<file path="src/rtl/lnk_pwr_pkg.sv">
`timescale 1ns/1ps
package lnk_pwr_pkg;
  // Power state of the interface as seen at the outputs.
  typedef enum logic [1:0] {
    PM_RUN        = 2'd0,  // pump on, drivers settled
    PM_SETTLE     = 2'd1,  // pump on, drivers still waiting
    PM_AUTO_OFF   = 2'd2,  // idle timer expired
    PM_FORCED_OFF = 2'd3   // forced shutdown pin asserted
  } pwr_mode_e;
endpackage

</file>
<file path="src/rtl/lnk_line_watch.sv">
`timescale 1ns/1ps
module lnk_line_watch #(
  parameter int N = 8
) (
  input  logic         clk,
  input  logic         rst_n,
  input  logic [N-1:0] lines,
  output logic         activity
);
  logic [N-1:0] hit;

  for (genvar i = 0; i < N; i++) begin : g_line
    logic meta, stab, prev;
    always_ff @(posedge clk or negedge rst_n) begin
      if (!rst_n) begin
        meta <= 1'b0;
        stab <= 1'b0;
        prev <= 1'b0;
      end else begin
        meta <= lines[i];
        stab <= meta;
        prev <= stab;
      end
    end
    assign hit[i] = stab ^ prev;
  end

  assign activity = |hit;
endmodule

</file>
<file path="src/rtl/lnk_idle_timer.sv">
`timescale 1ns/1ps
module lnk_idle_timer #(
  parameter int IDLE_CYC = 30000
) (
  input  logic clk,
  input  logic rst_n,
  input  logic off_n,
  input  logic hold_on,
  input  logic activity,
  output logic lapsed
);
  localparam int CW = $clog2(IDLE_CYC + 1);
  localparam logic [CW-1:0] FULL = CW'(IDLE_CYC);
  localparam logic [CW-1:0] ONE  = CW'(1);

  logic [CW-1:0] cnt;
  logic          hold_q;

  always_ff @(posedge clk or negedge rst_n) begin
    if (!rst_n) begin
      cnt    <= FULL;
      lapsed <= 1'b0;
      hold_q <= 1'b0;
    end else begin
      hold_q <= hold_on;
      if (!off_n) begin
        // forced shutdown leaves the timer expired
        lapsed <= 1'b1;
      end else if (hold_on || hold_q || activity) begin
        // keep-alive held or just released, or a line moved
        cnt    <= FULL;
        lapsed <= 1'b0;
      end else if (!lapsed) begin
        if (cnt <= ONE) begin
          lapsed <= 1'b1;
          cnt    <= '0;
        end else begin
          cnt <= cnt - ONE;
        end
      end
    end
  end
endmodule

</file>
<file path="src/rtl/lnk_wake_timer.sv">
`timescale 1ns/1ps
module lnk_wake_timer #(
  parameter int WAKE_CYC = 100
) (
  input  logic clk,
  input  logic rst_n,
  input  logic pump_on,
  output logic warm
);
  localparam int WW = $clog2(WAKE_CYC + 1);
  localparam logic [WW-1:0] DONE = WW'(WAKE_CYC);

  logic [WW-1:0] wc;

  always_ff @(posedge clk or negedge rst_n) begin
    if (!rst_n)           wc <= '0;
    else if (!pump_on)    wc <= '0;
    else if (wc != DONE)  wc <= wc + WW'(1);
  end

  assign warm = (wc == DONE);
endmodule

</file>
<file path="src/rtl/lnk_pwr_ctrl.sv">
`timescale 1ns/1ps
module lnk_pwr_ctrl
  import lnk_pwr_pkg::*;
#(
  parameter int N_TX     = 3,
  parameter int N_RX     = 5,
  parameter int IDLE_CYC = 30000,
  parameter int WAKE_CYC = 100
) (
  input  logic            clk,
  input  logic            rst_n,
  input  logic [N_TX-1:0] tx_in,
  input  logic [N_RX-1:0] rx_in,
  input  logic            off_n,
  input  logic            hold_on,
  input  logic            supply_good,
  output logic            pump_en,
  output logic            drv_en,
  output logic            rcv_oe,
  output logic            ready
);
  localparam int N_MON = N_TX + N_RX;

  logic [N_MON-1:0] mon_lines;
  logic             line_act;
  logic             lapsed;
  logic             warm;
  logic             sg_s1, sg_s2;
  pwr_mode_e        mode;

  assign mon_lines = {rx_in, tx_in};

  lnk_line_watch #(.N(N_MON)) u_watch (
    .clk      (clk),
    .rst_n    (rst_n),
    .lines    (mon_lines),
    .activity (line_act)
  );

  lnk_idle_timer #(.IDLE_CYC(IDLE_CYC)) u_idle (
    .clk      (clk),
    .rst_n    (rst_n),
    .off_n    (off_n),
    .hold_on  (hold_on),
    .activity (line_act),
    .lapsed   (lapsed)
  );

  lnk_wake_timer #(.WAKE_CYC(WAKE_CYC)) u_wake (
    .clk     (clk),
    .rst_n   (rst_n),
    .pump_on (pump_en),
    .warm    (warm)
  );

  always_ff @(posedge clk or negedge rst_n) begin
    if (!rst_n) begin
      sg_s1 <= 1'b0;
      sg_s2 <= 1'b0;
    end else begin
      sg_s1 <= supply_good;
      sg_s2 <= sg_s1;
    end
  end

  always_comb begin
    if (!off_n)                 mode = PM_FORCED_OFF;
    else if (!hold_on && lapsed) mode = PM_AUTO_OFF;
    else if (warm)              mode = PM_RUN;
    else                        mode = PM_SETTLE;
  end

  assign pump_en = (mode == PM_RUN) || (mode == PM_SETTLE);
  assign drv_en  = (mode == PM_RUN);
  assign rcv_oe  = (mode != PM_FORCED_OFF);
  assign ready   = pump_en && sg_s2;
endmodule

</file>
<file path="config.mk">
export PLATFORM = sky130hd
export DESIGN_NAME = lnk_pwr_ctrl
export DESIGN_NICKNAME = d
export VERILOG_FILES = /design/src/rtl/lnk_pwr_pkg.sv /design/src/rtl/lnk_line_watch.sv /design/src/rtl/lnk_idle_timer.sv /design/src/rtl/lnk_wake_timer.sv /design/src/rtl/lnk_pwr_ctrl.sv
export SDC_FILE = /design/constraint.sdc
export NUM_CORES = 1
export LEC_CHECK = 0
export BUFFER_PORTS_ARGS = -buffer_cell sky130_fd_sc_hd__buf_4
export CAP_MARGIN = 40
export CORE_MARGIN = 5
export CORE_UTILIZATION = 45
export CTS_BUF_LIST = sky130_fd_sc_hd__clkbuf_4 sky130_fd_sc_hd__clkbuf_8
export DETAILED_ROUTE_END_ITERATION = 12
export GPL_TIMING_DRIVEN = 1
export SLEW_MARGIN = 5
export SYNTH_ARGS = -nofsm -noshare
export SYNTH_HDL_FRONTEND = slang
export SYNTH_SLANG_ARGS = --single-unit
</file>
<file path="constraint.sdc">
create_clock -name clk -period 2.7 [get_ports clk]
set_clock_uncertainty 0.05 [all_clocks]
set_input_delay 0.54 -clock clk [delete_from_list [all_inputs] [get_ports clk]]
set_output_delay 0.54 -clock clk [all_outputs]
set_load 0.1 [all_outputs]
</file>
==> impl_metrics.tcl <==
set metrics [dict create \
    outcome "complete, no violations" \
    cts_setup_buffers 0 \
    vias 1495 \
    required_ns 2.11 \
    drive_gt1_frac 0.211 \
    clk_latency_ns 0.30 \
    end_kind "output port" \
    cts.clk_slew.worst_paths_ns 0.09 \
    viasPerCell 5.64 \
    power_leakage_nw 1.00 \
    tightest_slew_ns 0.631 \
    path_cells "inv_1 -> ha_1 -> nand4_1 -> nor3_1 -> buf_4 -> nor2b_2 -> buf_4" \
    syn_inst 188 \
    fin_crit_ns 2.38 \
    die_y_um 78.4 \
    cts-htree-levels 2 \
    finalWirelength_mm 3.77 \
    drc 0 \
    numCtsBuffers 5 \
    max_slew_margin 0.579 \
    syn_avg_cell_area_um2 11.2 \
    cts.path.max_buffers 2 \
    start_util 0.474 \
    antenna_cells 0 \
    design.die.area_mm2 0.00614 \
    synth_area_leaders "dfrtp_1 51%, dfstp_2 8.7%, xnor2_1 3.3%, nand3_1 2.9%, a31oi_1 2.7%" \
    rsz0062_at_grt "false" \
    hold_viol_final 0 \
    worstSetupStartpointType "flop" \
    row_count 24 \
    overflow 0 \
    cp_num_buf_inv 3 \
    yosys_register_bits 50 \
    synth.distinct_cells 39 \
    die-width_um 78.4 \
    path_common_cell "buf_4" \
    track_usage 0.137 \
    grt_pass1_wl_mm 6.80 \
    initialDrtViolationCount 81 \
    hold_class "in -> async" \
    core_mm2 0.00444 \
    slew_violations 0 \
    syn_nets 205 \
    grt_start_max_net_pins 51 \
    antenna_found_initial 0 \
    io_pins 17 \
    grt_pass1_vias 1493 \
    fmax_mhz 420 \
    crit_family "buffers and inverters" \
    syn_area_mm2 0.00210 \
    cts_tree "yes" \
    postCtsResizedCells 0 \
    setup_viol 0 \
    crit_arrival_ns 1.79 \
    cp_max_fo 5 \
    power.density_mw_per_mm2 554 \
    ctsHoldBuffers 0 \
    peakVddDrop_uv 320 \
    cts_sinks 50 \
    yosysTopAreaCellShare 0.511 \
    wl_per_cell_um 14.2 \
    tns_ns 0 \
    postRouteAntennaNets 0 \
    slowest_stage "dfrtp_1" \
    layout.nets 229 \
    root_buffer "clkbuf_8" \
    fin_area_mm2 0.00241 \
    io_buffers 16 \
    instances_no_fill 265 \
    firstDrtPassIters 4 \
    ys_warn_count 0 \
    max_stage_delay_ns 0.42 \
    crit_type "reg -> out" \
    seq_area_frac_synth 0.599 \
    place_congestion 0.859 \
    dp.cells 257 \
    fin_crit_sh 0.883 \
    synth_largest_area_cell "dfrtp_1" \
    area_growth_pct 14.4 \
    hpwl_mm 2.76 \
    drv_cap 0 \
    dpl-instance-area_mm2 0.00231 \
]
[cells by family after synthesis]
kind of cell / synth area share
buffers and inverters: 0.0327
and+or+nand+nor: 0.175
AOI/OAI and AO/OA: 0.123
DFF: 0.599
adders and majority gates: 0.0238
muxes: 0.00476
xor gates and xnor gates: 0.0416
[metal layers]
layer	track usage	share of wire
met1	0.183	0.47
met2	0.217	0.48
met3	0.0412	0.047
met4	0.0367	0.0037
met5	0	0
[registers in the layout (all words and copies together), names as in the netlist]
name	count
u_watch.g_line.meta	8
u_watch.g_line.prev	8
u_idle.hold_q	1
u_wake.wc	7
sg_s2	1
u_idle.cnt	15
u_watch.g_line.stab	8
sg_s1	1
u_idle.lapsed	1
[cell type report]
cell class / instances / area [um^2]
Fill cell: 400 / 2040
Sequential cell: 50 / 1260
Inverter: 10 / 37.5
Tap cell: 52 / 65.1
Timing Repair Buffer: 22 / 165
Clock inverter: 2 / 17.5
Clock buffer: 6 / 82.6
Multi-Input combinational cell: 123 / 779
[synth_stat cells (all sizes together)]
library cell and n:
o221ai 1, nor4 4, a211o 1, nand4 2, a31oi 9, nand2b 1, or3b 1, dfrtp 43
or3 8, a21oi 5, clkbuf 2, a22o 5, ha 4, nor2 13, and2 1, o22ai 1
o21ai 17, mux2i 1, nor3 9, a41oi 1, nand2 7, xnor2 8, nor2b 2, inv 10
dfstp 7, buf 3, o31ai 1, or4 5, xor2 2, nand3 12, o31a 1, nand3b 1
[per-stage QoR]
| stage | hold slack (ns) | util | power (mW) | setup WS, ns |
|---|---|---|---|---|
| floorplan | 0.194 | - | 0.859 | -0.194 |
| global placement | 0.281 | 0.519 | 0.903 | 0.521 |
| detailed placement | 0.286 | 0.519 | 0.906 | 0.463 |
| CTS | 0.215 | 0.542 | 1.35 | 0.301 |
| global route | 0.235 | 0.542 | 1.41 | 0.175 |
| finish | 0.192 | 0.542 | 1.33 | 0.317 |
[path summary, 6_finish.rpt]
| path | start | to | slack, ns | cells past startpoint |
|---|---|---|---|---|
| worst min register to register | u_watch.g_line[7].meta | u_watch.g_line[7].stab | 0.31 | 0 |
| worst max register to register | u_idle.cnt[3] | u_idle.cnt[8] | 0.46 | 6 |
| min in group clk | rx_in[4] | u_watch.g_line[7].meta | 0.29 | 1 |
| max in group asynchronous | rst_n | u_wake.wc[2] | 2.00 | 1 |
| worst min-delay path | rst_n | u_idle.cnt[6] | 0.19 | 1 |
| worst max-delay path | u_wake.wc[0] | drv_en | 0.32 | 7 |
[where the power goes]
group          switching [mW]  total, mW  leakage [nW]  internal [mW]
clock                   0.234      0.445        0.0514          0.211
combinational          0.0600     0.0948         0.342         0.0349
sequential             0.0176      0.794         0.608          0.776
total                   0.312       1.33          1.00           1.02
[placed cells by master (no fill, tap or decap), types with 2 or more instances in the layout]
| cell | count |
|---|---|
| a21oi_1 | 5 |
| a22o_1 | 5 |
| a31oi_1 | 9 |
| buf_4 | 22 |
| clkbuf_8 | 6 |
| clkinv_4 | 2 |
| dfrtp_1 | 43 |
| dfstp_2 | 7 |
| ha_1 | 4 |
| inv_1 | 10 |
| nand2_1 | 7 |
| nand3_1 | 12 |
| nand4_1 | 2 |
| nor2_1 | 13 |
| nor3_1 | 9 |
| nor4_1 | 2 |
| nor4_2 | 2 |
| o21ai_0 | 11 |
| o21ai_1 | 6 |
| or3_1 | 6 |
| or4_1 | 4 |
| xnor2_1 | 8 |
| xor2_1 | 2 |
Power figures use the tool's default switching activity.
